## config.mk

```make
export PLATFORM = sky130hd
export DESIGN_NAME = pll_mode_ctrl
export DESIGN_NICKNAME = d
export VERILOG_FILES = /design/src/rtl/pll_mode_pkg.sv /design/src/rtl/pll_ref_qual.sv /design/src/rtl/pll_hist_mem.sv /design/src/rtl/pll_mode_fsm.sv /design/src/rtl/pll_mode_ctrl.sv
export SDC_FILE = /design/constraint.sdc
export NUM_CORES = 1
export LEC_CHECK = 0
export BUFFER_PORTS_ARGS = -buffer_cell sky130_fd_sc_hd__buf_2
export CAP_MARGIN = 10
export CORE_MARGIN = 3
export CORE_UTILIZATION = 58
export CTS_CLUSTER_DIAMETER = 120
export DETAILED_ROUTE_END_ITERATION = 12
export MAX_ROUTING_LAYER = met4
export PLACE_DENSITY = 0.85
export SLEW_MARGIN = 25
export SYNTH_ARGS = -nofsm -noshare
export SYNTH_HDL_FRONTEND = slang
export SYNTH_SLANG_ARGS = --single-unit
```

## constraint.sdc

```tcl
create_clock -name clk -period 9.25 [get_ports clk]
set_input_delay 2.775 -clock clk [delete_from_list [all_inputs] [get_ports clk]]
set_output_delay 2.775 -clock clk [all_outputs]
set_load 0.01 [all_outputs]
```

## src/rtl/pll_mode_pkg.sv

```systemverilog
package pll_mode_pkg;
  typedef enum logic [1:0] {
    MODE_FREE = 2'b00,
    MODE_LOCK = 2'b01,
    MODE_HOLD = 2'b10
  } pll_mode_e;
endpackage

```

## src/rtl/pll_ref_qual.sv

```systemverilog
module pll_ref_qual #(
  parameter int QUAL_CNT = 8
) (
  input  logic clk,
  input  logic rst_n,
  input  logic ref_ok,
  output logic qual_ok
);
  localparam int QW = $clog2(QUAL_CNT + 1);

  logic [QW-1:0] run_cnt;

  always_ff @(posedge clk) begin
    if (!rst_n)                          run_cnt <= '0;
    else if (!ref_ok)                    run_cnt <= '0;
    else if (run_cnt != QW'(QUAL_CNT))   run_cnt <= run_cnt + 1'b1;
  end

  assign qual_ok = ref_ok && (run_cnt == QW'(QUAL_CNT));


  run_bound_chk: assert property (@(posedge clk) disable iff (!rst_n)
    run_cnt <= QW'(QUAL_CNT));

  run_restart_chk: assert property (@(posedge clk) disable iff (!rst_n)
    !ref_ok |=> (run_cnt <= QW'(1)));
endmodule

```

## src/rtl/pll_hist_mem.sv

```systemverilog
module pll_hist_mem #(
  parameter int CW_W      = 24,
  parameter int AVG_SHIFT = 4,
  parameter int HIST_MIN  = 16,
  parameter int MAX_AGE   = 1000
) (
  input  logic                   clk,
  input  logic                   rst_n,
  input  logic                   sample_en,
  input  logic                   in_hold,
  input  logic signed [CW_W-1:0] lf_word,
  output logic signed [CW_W-1:0] hist_word,
  output logic                   hist_valid,
  output logic                   stale
);
  localparam int LW = $clog2(HIST_MIN + 1);
  localparam int AW = $clog2(MAX_AGE);

  function automatic logic signed [CW_W-1:0] avg_step(
    input logic signed [CW_W-1:0] cur,
    input logic signed [CW_W-1:0] smp
  );
    logic signed [CW_W:0] diff;
    diff = {smp[CW_W-1], smp} - {cur[CW_W-1], cur};
    diff = diff >>> AVG_SHIFT;
    return cur + signed'(diff[CW_W-1:0]);
  endfunction

  logic [LW-1:0] lock_cnt;
  logic [AW-1:0] age_cnt;
  logic          settled;
  logic          seed_now;

  assign settled  = (lock_cnt == LW'(HIST_MIN));
  assign seed_now = sample_en && (lock_cnt == LW'(HIST_MIN - 1));
  assign stale    = in_hold && (age_cnt == AW'(MAX_AGE - 1));

  always_ff @(posedge clk) begin
    if (!rst_n)          lock_cnt <= '0;
    else if (!sample_en) lock_cnt <= '0;
    else if (!settled)   lock_cnt <= lock_cnt + 1'b1;
  end

  always_ff @(posedge clk) begin
    if (!rst_n)                     hist_word <= '0;
    else if (seed_now)              hist_word <= lf_word;
    else if (sample_en && settled)  hist_word <= avg_step(hist_word, lf_word);
  end

  always_ff @(posedge clk) begin
    if (!rst_n)        hist_valid <= 1'b0;
    else if (stale)    hist_valid <= 1'b0;
    else if (seed_now) hist_valid <= 1'b1;
  end

  always_ff @(posedge clk) begin
    if (!rst_n)        age_cnt <= '0;
    else if (!in_hold) age_cnt <= '0;
    else if (!stale)   age_cnt <= age_cnt + 1'b1;
  end


  hold_frozen_chk: assert property (@(posedge clk) disable iff (!rst_n)
    (in_hold && $past(in_hold)) |-> $stable(hist_word));

  age_bound_chk: assert property (@(posedge clk) disable iff (!rst_n)
    age_cnt < AW'(MAX_AGE));

  stale_clears_chk: assert property (@(posedge clk) disable iff (!rst_n)
    stale |=> !hist_valid);
endmodule

```

## src/rtl/pll_mode_fsm.sv

```systemverilog
module pll_mode_fsm
  import pll_mode_pkg::*;
(
  input  logic      clk,
  input  logic      rst_n,
  input  logic      ref_ok,
  input  logic      qual_ok,
  input  logic      hist_valid,
  input  logic      stale,
  output pll_mode_e mode,
  output logic      enter_lock
);
  pll_mode_e nxt;

  always_comb begin
    nxt = mode;
    unique case (mode)
      MODE_FREE: if (qual_ok) nxt = MODE_LOCK;
      MODE_HOLD: begin
        if (qual_ok)    nxt = MODE_LOCK;
        else if (stale) nxt = MODE_FREE;
      end
      MODE_LOCK: if (!ref_ok) nxt = hist_valid ? MODE_HOLD : MODE_FREE;
      default:   nxt = MODE_FREE;
    endcase
  end

  always_ff @(posedge clk) begin
    if (!rst_n) mode <= MODE_FREE;
    else        mode <= nxt;
  end

  assign enter_lock = (mode != MODE_LOCK) && qual_ok;


  mode_legal_chk: assert property (@(posedge clk) disable iff (!rst_n)
    mode != 2'b11);

  lock_entry_chk: assert property (@(posedge clk) disable iff (!rst_n)
    (mode == MODE_LOCK && $past(mode) != MODE_LOCK) |-> $past(qual_ok));

  hold_entry_chk: assert property (@(posedge clk) disable iff (!rst_n)
    (mode == MODE_HOLD && $past(mode) == MODE_LOCK) |-> $past(hist_valid));
endmodule

```

## src/rtl/pll_mode_ctrl.sv

```systemverilog
module pll_mode_ctrl
  import pll_mode_pkg::*;
#(
  parameter int CW_W      = 24,
  parameter int AVG_SHIFT = 4,
  parameter int HIST_MIN  = 16,
  parameter int MAX_AGE   = 1000,
  parameter int QUAL_CNT  = 8
) (
  input  logic                   clk,
  input  logic                   rst_n,
  input  logic                   ref_ok,
  input  logic signed [CW_W-1:0] lf_word,
  output logic                   integ_freeze,
  output logic                   integ_load,
  output logic signed [CW_W-1:0] integ_load_word,
  output logic signed [CW_W-1:0] osc_word,
  output logic [1:0]             mode
);
  pll_mode_e             cur_mode;
  logic                  qual_ok;
  logic                  enter_lock;
  logic                  hist_valid;
  logic                  stale;
  logic                  sample_en;
  logic                  in_hold;
  logic signed [CW_W-1:0] hist_word;

  pll_ref_qual #(.QUAL_CNT(QUAL_CNT)) u_qual (
    .clk(clk), .rst_n(rst_n), .ref_ok(ref_ok), .qual_ok(qual_ok)
  );

  assign sample_en = (cur_mode == MODE_LOCK) && ref_ok;
  assign in_hold   = (cur_mode == MODE_HOLD);

  pll_hist_mem #(
    .CW_W(CW_W), .AVG_SHIFT(AVG_SHIFT), .HIST_MIN(HIST_MIN), .MAX_AGE(MAX_AGE)
  ) u_hist (
    .clk(clk), .rst_n(rst_n), .sample_en(sample_en), .in_hold(in_hold),
    .lf_word(lf_word), .hist_word(hist_word), .hist_valid(hist_valid),
    .stale(stale)
  );

  pll_mode_fsm u_fsm (
    .clk(clk), .rst_n(rst_n), .ref_ok(ref_ok), .qual_ok(qual_ok),
    .hist_valid(hist_valid), .stale(stale), .mode(cur_mode),
    .enter_lock(enter_lock)
  );

  always_comb begin
    unique case (cur_mode)
      MODE_LOCK: osc_word = lf_word;
      MODE_HOLD: osc_word = hist_word;
      default:   osc_word = '0;
    endcase
  end

  assign integ_freeze    = (cur_mode != MODE_LOCK);
  assign integ_load      = enter_lock;
  assign integ_load_word = osc_word;
  assign mode            = cur_mode;


  load_pulse_chk: assert property (@(posedge clk) disable iff (!rst_n)
    integ_load |=> !integ_load);

  load_then_lock_chk: assert property (@(posedge clk) disable iff (!rst_n)
    integ_load |=> (mode == 2'b01));
endmodule

```

==> results.yml, run 1 <==
timing:
  final.period_utilization_pct: 69.6
  fin_worst_skew_ns: 0.0109
  maxSlewViolCount: 0
  relSlewSlack_pct: 40.6
  setup_viol: 0
  tns_ns: 0
  rsz0062_at_grt: "false"
  finalWorstSetupSlack_ns: 2.81
  final_hold_viol_count: 0
  max_freq_ghz: 0.155
  worst_pin_slew_ns: 0.890
  min_period_ns: 6.44
critical_path:
  required_ns: 9.48
  crit_type: "primary input to flip-flop"
  critPathMaxStageDelay_ns: 0.40
  end_kind: "flip-flop"
  crit_path_start_kind: "primary input"
  path_max_fanout: 5
  crit_slowest_cell: "a21oi_1"
  cp_data_arrival_time_ns: 6.66
  worstPathCellList: "buf_2 -> ha_1 -> nor2_1 -> a21oi_1 -> a31oi_1 -> o21ai_0 -> nand3_1 -> and2_1 -> xnor2_1 -> ha_1 -> a2111oi_0 -> o21ai_0 -> a21oi_1 -> o31ai_1 -> and3_1 -> o21a_1 -> o32ai_1"
global_routing:
  grt_max_degree: 29
  grt_pass1_vias: 4645
  grt_usage_pct: 28.5
  antenna_found_initial: 0
  grt_first_pass_wirelength_microns: 22300
  grt_overflow: 0
route:
  drt_iter0_drc: 347
  route.detailed.drc: 0
  wl_per_cell_microns: 17.3
  totalWireLength_microns: 13500
  vias: 4910
  ant_nets: 0
  via_per_inst: 6.29
  firstDrtPassIters: 5
synthesis:
  yosys_warnings: 0
  netlist_area_sq_um: 4860
  seq_area_frac_synth_pct: 18.9
  synth-seq-cells: 46
  ys.flop_type: "dfxtp_1"
  synth.avg_cell_area_sq_um: 7.70
  synth_edf_count: 0
  async_reset_ff_share_pct: 0
  synth_cells: 631
  ys_types: 61
  synth_nets: 719
die:
  rows: 32
  die_h_microns: 97.5
  start_util_pct: 61.3
  dieArea_sq_um: 9520
  die_width_microns: 97.5
  pin_count: 79
  core-area_sq_um: 7930
clocking:
  cts_tree: "built"
  post_cts_resized: 0
  cts.sinks: 46
  clk_pin_slew_ns: 0.11
  clock-root-buffer: "clkbuf_8"
  cts_buffers: 5
  cts_hold_buf: 0
  clkLatencyLatePin_ns: 0.32
  h-tree-depth: 2
  clockBufferDepth: 2
  post_cts_buffers: 0
final_layout:
  area_delta_synth_final_pct: 8.08
  drive_gt1_share_pct: 15.2
  nNetsFinal: 765
  diodes: 0
  fillers: 711
pwr:
  p_switching_mw: 0.151
  switching_share_pct: 33.6
  combPwrFrac_pct: 25.6
  power_frac_seq_pct: 44.1
  pwr-share-clk_pct: 30.3
  vdd_drop_max_mv: 0.0571
  p_int_mw: 0.300
  p_per_area_nw_per_um2: 85.8
  power_leakage_nw: 2.24
place:
  routabilityCongestion: 1.01
  place_ws_ns: 2.59
  dp_hpwl_microns: 10200
  port_buffers: 78
job:
  drv_cap: 0
worst_hold_path:
  hold_path.class: "flip-flop to flip-flop"
status:
  status: "finished, final reports clean"
-- cell usage in the layout, fill, tap and decap left out, types with 4 or more instances in the layout --
| master | instances |
|---|---|
| nor2_1 | 46 |
| a21oi_1 | 50 |
| o221ai_1 | 7 |
| nand4_1 | 6 |
| ha_1 | 60 |
| nor2b_1 | 27 |
| a31oi_1 | 8 |
| buf_2 | 78 |
| nor3_1 | 12 |
| or3_1 | 5 |
| buf_4 | 5 |
| xnor2_1 | 23 |
| xor2_1 | 22 |
| dfxtp_1 | 46 |
| clkbuf_8 | 5 |
| o21a_1 | 5 |
| o21bai_1 | 5 |
| o31ai_1 | 7 |
| inv_1 | 43 |
| a21o_1 | 19 |
| nand2_1 | 44 |
| a22oi_1 | 26 |
| o21ai_0 | 24 |
| mux2i_1 | 4 |
| nand3_1 | 15 |
| o211ai_1 | 7 |
| a211oi_1 | 15 |
| and3_1 | 10 |
-- final cells by class --
| type | count | area (sq um) | area share [%] |
|---|---|---|---|
| timing repair buffer | 83 | 428 | 8.14 |
| sequential | 46 | 921 | 17.5 |
| clock buffer | 5 | 68.8 | 1.31 |
| tap | 102 | 128 | 2.43 |
| multi-input combinational | 498 | 3520 | 67.1 |
| clock inverter | 3 | 23.8 | 0.452 |
| inverter | 43 | 161 | 3.07 |
-- power by group through the flow --
stage	clock, mW	sequential [mW]	combinational [mW]
finish	0.137	0.199	0.116
global route	0.147	0.199	0.127
detailed placement	0	0.203	0.112
global placement	0	0.203	0.110
floorplan	0	0.203	0.0830
CTS	0.138	0.199	0.113
-- state kept, by name (all words and copies together), names as in the netlist --
name	count
u_hist.age_cnt	10
u_hist.lock_cnt	5
u_hist.hist_word	24
u_hist.hist_valid	1
u_qual.run_cnt	4
u_fsm.mode	2
-- cell usage after synthesis, types with 8 or more instances --
library cell,instances,area [sq um]
a21o_1,19,143
a31oi_1,8,50.1
nand3_1,15,75.1
and3_1,10,62.6
nor3_1,12,60.1
nor2_1,46,173
xor2_1,22,193
inv_1,43,161
nor2b_1,27,169
ha_1,60,751
a21oi_1,50,250
buf_4,24,180
clkbuf_1,20,75.1
nand2_1,44,165
dfxtp_1,46,921
xnor2_1,23,201
o21ai_0,24,120
a211oi_1,15,113
a22oi_1,26,195
-- layer usage --
metal,part of all wire (%),global-route usage [%]
met5,0,-
met4,1.6,7.67
met3,7.4,3.73
met2,46,45.8
met1,45,37.8
-- metrics by stage --
step	hold slack (ns)	cell area, sq um	cells	power, mW	utilization, %
2_1_floorplan	0.453	4860	631	0.286	-
3_3_place_gp	0.463	5160	772	0.313	65.1
3_5_place_dp	0.490	5160	772	0.315	65.1
4_1_cts	0.503	5250	780	0.450	66.3
5_1_grt	0.540	5250	780	0.473	66.3
6_report	0.502	5250	780	0.451	66.3
-- final timing paths --
| kind | from | end | slack, ns | depth (start not counted) |
|---|---|---|---|---|
| min reg2reg | u_hist.age_cnt[9] | u_hist.age_cnt[9] | 0.50 | 2 |
| max reg2reg | u_hist.hist_word[1] | u_hist.hist_word[20] | 4.93 | 17 |
| min | u_hist.age_cnt[9] | u_hist.age_cnt[9] | 0.50 | 2 |
| max | lf_word[4] | u_hist.hist_word[20] | 2.81 | 17 |
-- critical path: cells and delay by family --
kind / cells / cell delay (ns)
fa+ha+maj: 2 / 0.72
xor+xnor: 1 / 0.13
compound gates: 9 / 2.36
simple gates: 4 / 0.57
buf+inv: 1 / 0.12
-- cell families after synthesis --
logic type	count (synthesis)	synth area share [%]
xor gates and xnor gates	45	8.11
AOI/OAI and AO/OA	206	29.2
adders and majority gates	61	15.9
muxes	4	0.824
DFF	46	18.9
buffers and inverters	87	8.57
and+or+nand+nor	182	18.5
Power figures use the tool's default switching activity.
==> inputs of run 2 (changes only) <==
--- a/config.mk
+++ b/config.mk
@@ -8,11 +8,11 @@
 export BUFFER_PORTS_ARGS = -buffer_cell sky130_fd_sc_hd__buf_2
 export CAP_MARGIN = 10
 export CORE_MARGIN = 3
-export CORE_UTILIZATION = 58
+export CORE_UTILIZATION = 53
 export CTS_CLUSTER_DIAMETER = 120
 export DETAILED_ROUTE_END_ITERATION = 12
 export MAX_ROUTING_LAYER = met4
-export PLACE_DENSITY = 0.85
+export PLACE_DENSITY = 0.82
 export SLEW_MARGIN = 25
 export SYNTH_ARGS = -nofsm -noshare
 export SYNTH_HDL_FRONTEND = slang
==> constraint.sdc (replaced) <==
create_clock -name clk -period 5.2 [get_ports clk]
set_input_delay 1.56 -clock clk [delete_from_list [all_inputs] [get_ports clk]]
set_output_delay 1.56 -clock clk [all_outputs]
set_load 0.01 [all_outputs]
==> run 2 against run 1 <==
  * Total power rose by 85%
  * Core utilization down 3.1 points
  * Clock skew increased by 0.0025 ns
  * Sequential power is 77% higher
  * Critical path depth stayed put
  * Non-clock buffer count grew 37
  * Register-to-register slack worse by 3.8 ns
  * Worst hold slack better by 0.0046 ns
  * Clock power increased by 84%
  * Critical endpoint is now u_hist.hist_word[21]
==> results.yml, run 2 (same netlist as run 1, synthesis figures left out) <==
critical_path:
  rr_startpoint: "u_hist.hist_word[7]"
  crit_end: "u_hist.hist_word[21]"
  r2r-end: "u_hist.hist_word[21]"
  path_max_fanout: 5
  cp_data_arrival_time_ns: 5.20
  crit_path_start_kind: "primary input"
  crit_type: "primary input to flip-flop"
  end_kind: "flip-flop"
  crit_start: "lf_word[7]"
  required_ns: 5.41
  rrSetupSlack_ns: 1.12
  reg2reg_depth: 17
worst_hold_path:
  min_path_cells: 2
  hold_path.class: "flip-flop to flip-flop"
  hp-start: "u_hist.age_cnt[9]"
final_layout:
  reg.largest.list: "u_hist.hist_word (24), u_hist.age_cnt (10), u_hist.lock_cnt (5)"
  largest_register_ffs: 24
  area_delta_synth_final_pct: 14.4
  fillers: 803
  diodes: 0
  mostFrequentLayoutCells: "buf_2 (78), ha_1 (55), a21oi_1 (48)"
  finalNonFillerCells: 823
  regMostFlops: "u_hist.hist_word"
  final_common_cell: "buf_2"
  nNetsFinal: 802
  drive_gt1_share_pct: 20.6
route:
  ant_nets: 0
  route.detailed.drc: 0
  firstDrtPassIters: 5
  totalWireLength_microns: 14000
  via_per_inst: 6.14
  drt_iter0_drc: 278
  wl_met1_microns: 5830
  wl_per_cell_microns: 17.0
  vias: 5050
  wl_met3_microns: 896
  wl_met2_microns: 6800
  routed.top_layer: "met4"
clocking:
  post_cts_buffers: 0
  clockBufferDepth: 2
  cts_tree: "built"
  clk_pin_slew_ns: 0.10
  clkLatencyLatePin_ns: 0.32
  clock-root-buffer: "clkbuf_8"
  post_cts_resized: 0
  cts_buffers: 5
  cts.sinks: 46
  cts_hold_buf: 0
  h-tree-depth: 2
place:
  place_inst: 815
  dp_hpwl_microns: 10600
  routabilityCongestion: 0.938
  port_buffers: 78
  place_ws_ns: -0.113
timing:
  relSlewSlack_pct: 41.9
  rsz0062_at_grt: "false"
  final.period_utilization_pct: 96.0
  min_period_ns: 4.99
  worst_pin_slew_ns: 0.870
  setup_viol: 0
  final_hold_viol_count: 0
  fin_worst_skew_ns: 0.0134
  finalWorstSetupSlack_ns: 0.207
  max_freq_ghz: 0.200
  maxSlewViolCount: 0
global_routing:
  grt_overflow: 0
  grt_usage_pct: 27.7
  grt_pass1_vias: 4808
  grt_max_degree: 30
  grt_first_pass_wirelength_microns: 22600
  antenna_found_initial: 0
job:
  drv_cap: 0
pwr:
  power_leakage_nw: 2.42
  p_per_area_nw_per_um2: 150
  power_mw: 0.835
  vdd_drop_max_mv: 0.115
die:
  dieArea_sq_um: 10400
  die_width_microns: 102
  pin_count: 79
  core-area_sq_um: 8810
  die_h_microns: 102
  rows: 34
  start_util_pct: 55.2
status:
  status: "finished, final reports clean"
run 2: cell types whose count changed in the layout (fill, tap and decap cells not counted):
cell        before  now
clkinv_4         0    1
buf_4            5   42
a21oi_1         50   48
a21oi_2          1    3
ha_2             0    5
ha_1            60   55
clkinvlp_4       2    1
run 2: power by group:
| part | internal (mW) | switching, mW | leakage (nW) | total [mW] |
|---|---|---|---|---|
| Combinational | 0.101 | 0.128 | 2.00 | 0.230 |
| Clock | 0.0977 | 0.154 | 0.0447 | 0.252 |
| Sequential | 0.353 | 0.000635 | 0.371 | 0.353 |
| Total | 0.552 | 0.283 | 2.42 | 0.835 |
run 2: stage by stage:
stage	utilization, %	cell area (sq um)	TNS (ns)	hold slack, ns
finish	63.1	5560	0	0.507
global route	63.1	5560	0	0.534
CTS	62.9	5540	0	0.505
detailed placement	61.9	5450	-0.436	0.487
global placement	61.9	5450	-0.0234	0.472
floorplan	-	4860	0	0.453
run 2: routing by layer:
| layer | up-vias | track usage (%) |
|---|---|---|
| li1 | 2452 | - |
| met5 | - | - |
| met1 | 2360 | 33.6 |
| met2 | 200 | 47.5 |
| met4 | 0 | 10.0 |
| met3 | 38 | 2.75 |
run 2: area by class of cell:
type	instances	area, sq um	share of cell area [%]
Timing Repair Buffer	120	706	12.7
Clock inverter	3	25.0	0.450
Inverter	43	161	2.90
Clock buffer	5	68.8	1.24
Multi-Input combinational cell	498	3540	63.7
Sequential cell	46	921	16.6
Tap cell	108	135	2.43
run 2: critical path: stages:
cell and delay (ns):
buf_2 0.12, ha_2 0.31, and2_2 0.21, a221o_1 0.36
a221oi_4 0.31, nand3_1 0.13, a21oi_1 0.21, o21bai_1 0.10
xor2_1 0.22, ha_1 0.29, a21o_1 0.20, a21o_1 0.17
a21oi_1 0.17, o21ai_0 0.09, a41oi_1 0.34, mux2i_1 0.13
a32o_1 0.26
run 2: how the worst min path moves through the flow:
stage / end / slack, ns
global route: u_hist.hist_word[9] / 0.53
global placement: u_hist.age_cnt[9] / 0.47
floorplan: u_hist.age_cnt[9] / 0.45
CTS: u_hist.age_cnt[9] / 0.51
finish: u_hist.age_cnt[9] / 0.51
detailed placement: u_hist.age_cnt[9] / 0.49
==> inputs of run 3 (changes only) <==
--- a/config.mk
+++ b/config.mk
@@ -9,6 +9,7 @@
 export CAP_MARGIN = 10
 export CORE_MARGIN = 3
 export CORE_UTILIZATION = 53
+export CTS_BUF_LIST = sky130_fd_sc_hd__clkbuf_16
 export CTS_CLUSTER_DIAMETER = 120
 export DETAILED_ROUTE_END_ITERATION = 12
 export MAX_ROUTING_LAYER = met4
==> run 3 against run 2 <==
  * Clock-buffer cell count unchanged
  * Global-route usage up 0.13 points
  * Worst hold slack worse by 0.0046 ns
  * Core utilization up 0.87 points
  * Non-clock buffer count unchanged
  * Cell count unchanged
  * Via count up 0.77%
  * Critical path depth up 1
  * Total power up 12%
  * Register-to-register slack better by 0.05 ns
  * Clock power up 37%
==> results.yml, run 3 (same netlist as run 1, synthesis figures left out) <==
pwr:
  vdd_drop_max_mv: 0.126
  p_per_area_nw_per_um2: 165
  power_mw: 0.931
  p_int_mw: 0.636
  combPwrFrac_pct: 24.9
  pwr-share-clk_pct: 37.2
  power_frac_seq_pct: 37.9
  p_switching_mw: 0.296
  switching_share_pct: 31.8
  power_leakage_nw: 2.45
timing:
  min_period_ns: 4.96
  relSlewSlack_pct: 41.1
  setup_viol: 0
  tns_ns: 0
  finalWorstSetupSlack_ns: 0.238
  maxSlewViolCount: 0
  worst_pin_slew_ns: 0.883
  final.period_utilization_pct: 95.4
  final_hold_viol_count: 0
  rsz0062_at_grt: "false"
  fin_worst_skew_ns: 0.00389
  max_freq_ghz: 0.202
route:
  ant_nets: 0
  vias: 5089
  drt_iter0_drc: 228
  totalWireLength_microns: 14200
  firstDrtPassIters: 5
  wl_per_cell_microns: 17.2
  via_per_inst: 6.18
  route.detailed.drc: 0
final_layout:
  area.sequential_sq_um: 921
  area_delta_synth_final_pct: 16.0
  largest_register_ffs: 24
  fillers: 780
  drive_gt1_share_pct: 21.0
  mostFrequentLayoutCells: "buf_2 (78), ha_1 (55), a21oi_1 (49)"
  final_common_cell: "buf_2"
  diodes: 0
  reg.largest.list: "u_hist.hist_word (24), u_hist.age_cnt (10), u_hist.lock_cnt (5)"
  multi_input_area_sq_um: 3560
  nNetsFinal: 802
  fin_area_sq_um: 5640
  regMostFlops: "u_hist.hist_word"
place:
  place_ws_ns: -0.113
  port_buffers: 78
  routabilityCongestion: 0.938
  dpl_cell_area_sq_um: 5450
  dp_hpwl_microns: 10600
clocking:
  post_cts_buffers: 0
  clockBufferDepth: 2
  cts_hold_buf: 0
  cts_tree: "built"
  h-tree-depth: 2
  cts.sinks: 46
  clock-root-buffer: "clkbuf_16"
  post_cts_resized: 0
  clkLatencyLatePin_ns: 0.30
  cts_buffers: 5
  clk_pin_slew_ns: 0.07
global_routing:
  grt_first_pass_wirelength_microns: 22600
  antenna_found_initial: 0
  grt_max_degree: 30
  grt_usage_pct: 27.9
  grt_overflow: 0
  grt_pass1_vias: 4844
die:
  core-area_sq_um: 8810
  dieArea_sq_um: 10400
  rows: 34
  start_util_pct: 55.2
  die_width_microns: 102
  die_h_microns: 102
  pin_count: 79
job:
  drv_cap: 0
critical_path:
  path_max_fanout: 5
  end_kind: "flip-flop"
  cp.buffers_inverters: 3
  worstPathCellList: "buf_2 -> ha_2 -> and2_2 -> a221o_1 -> a221oi_4 -> nand3_1 -> a21oi_1 -> buf_4 -> xnor2_1 -> ha_1 -> a21oi_1 -> buf_4 -> o21bai_1 -> a211oi_2 -> o31ai_2 -> and3_1 -> o21a_1 -> o32ai_1"
  critPathMaxStageDelay_ns: 0.36
  crit_path_start_kind: "primary input"
  cp_data_arrival_time_ns: 5.16
  path_delay_family: "compound AO/OA/AOI/OAI gates"
  crit_slowest_cell: "a221o_1"
  required_ns: 5.40
  crit_type: "primary input to flip-flop"
worst_hold_path:
  hold_path.class: "flip-flop to flip-flop"
status:
  status: "finished, final reports clean"
-- run 3: changes by cell type in the layout (fill, tap and decap cells not counted), moves of 2 or more --
cell,delta
clkbuf_16,+5
clkbuf_8,-5
o21ai_1,+2
o21ai_0,-2
-- run 3: stage by stage --
step	instances	hold slack [ns]	utilization (%)
after floorplan	631	0.453	-
after global placement	815	0.472	61.9
after detailed placement	815	0.487	61.9
after CTS	823	0.500	63.6
after global routing	823	0.529	64.0
final	823	0.502	64.0
-- run 3: final timing paths --
check                                          from                    to  slack [ns]  depth (start not counted)
worst max-delay path                     lf_word[7]  u_hist.hist_word[20]        0.24                         18
worst min-delay path              u_hist.age_cnt[9]     u_hist.age_cnt[9]        0.50                          2
worst max register to register  u_hist.hist_word[1]  u_hist.hist_word[11]        1.17                         17
worst min register to register    u_hist.age_cnt[9]     u_hist.age_cnt[9]        0.50                          2
-- run 3: layout make-up --
cell class	count	share of cell area [%]
Multi-Input combinational cell	498	63.2
Sequential cell	46	16.3
Timing Repair Buffer	120	12.5
Inverter	43	2.86
Tap cell	108	2.40
Clock buffer	5	2.22
Clock inverter	3	0.444
-- run 3: layer usage --
layer | GRT usage [%] | wire length, microns | share of wire, %
met1 | 33.5 | 5880 | 42
met2 | 46.8 | 6800 | 48
met3 | 3.58 | 1010 | 7.1
met4 | 11.6 | 460 | 3.3
met5 | - | 0 | 0
-- run 3: worst min-delay path: stages (launching register included) --
cell	delay (ns)
dfxtp_1	0.32
o21ai_0	0.07
a21oi_1	0.06
-- run 3: power by group through the flow --
stage | sequential [mW] | clock (mW) | combinational, mW
CTS | 0.353 | 0.347 | 0.224
global placement | 0.362 | 0 | 0.218
detailed placement | 0.362 | 0 | 0.222
global route | 0.353 | 0.365 | 0.256
finish | 0.353 | 0.346 | 0.232
floorplan | 0.361 | 0 | 0.148
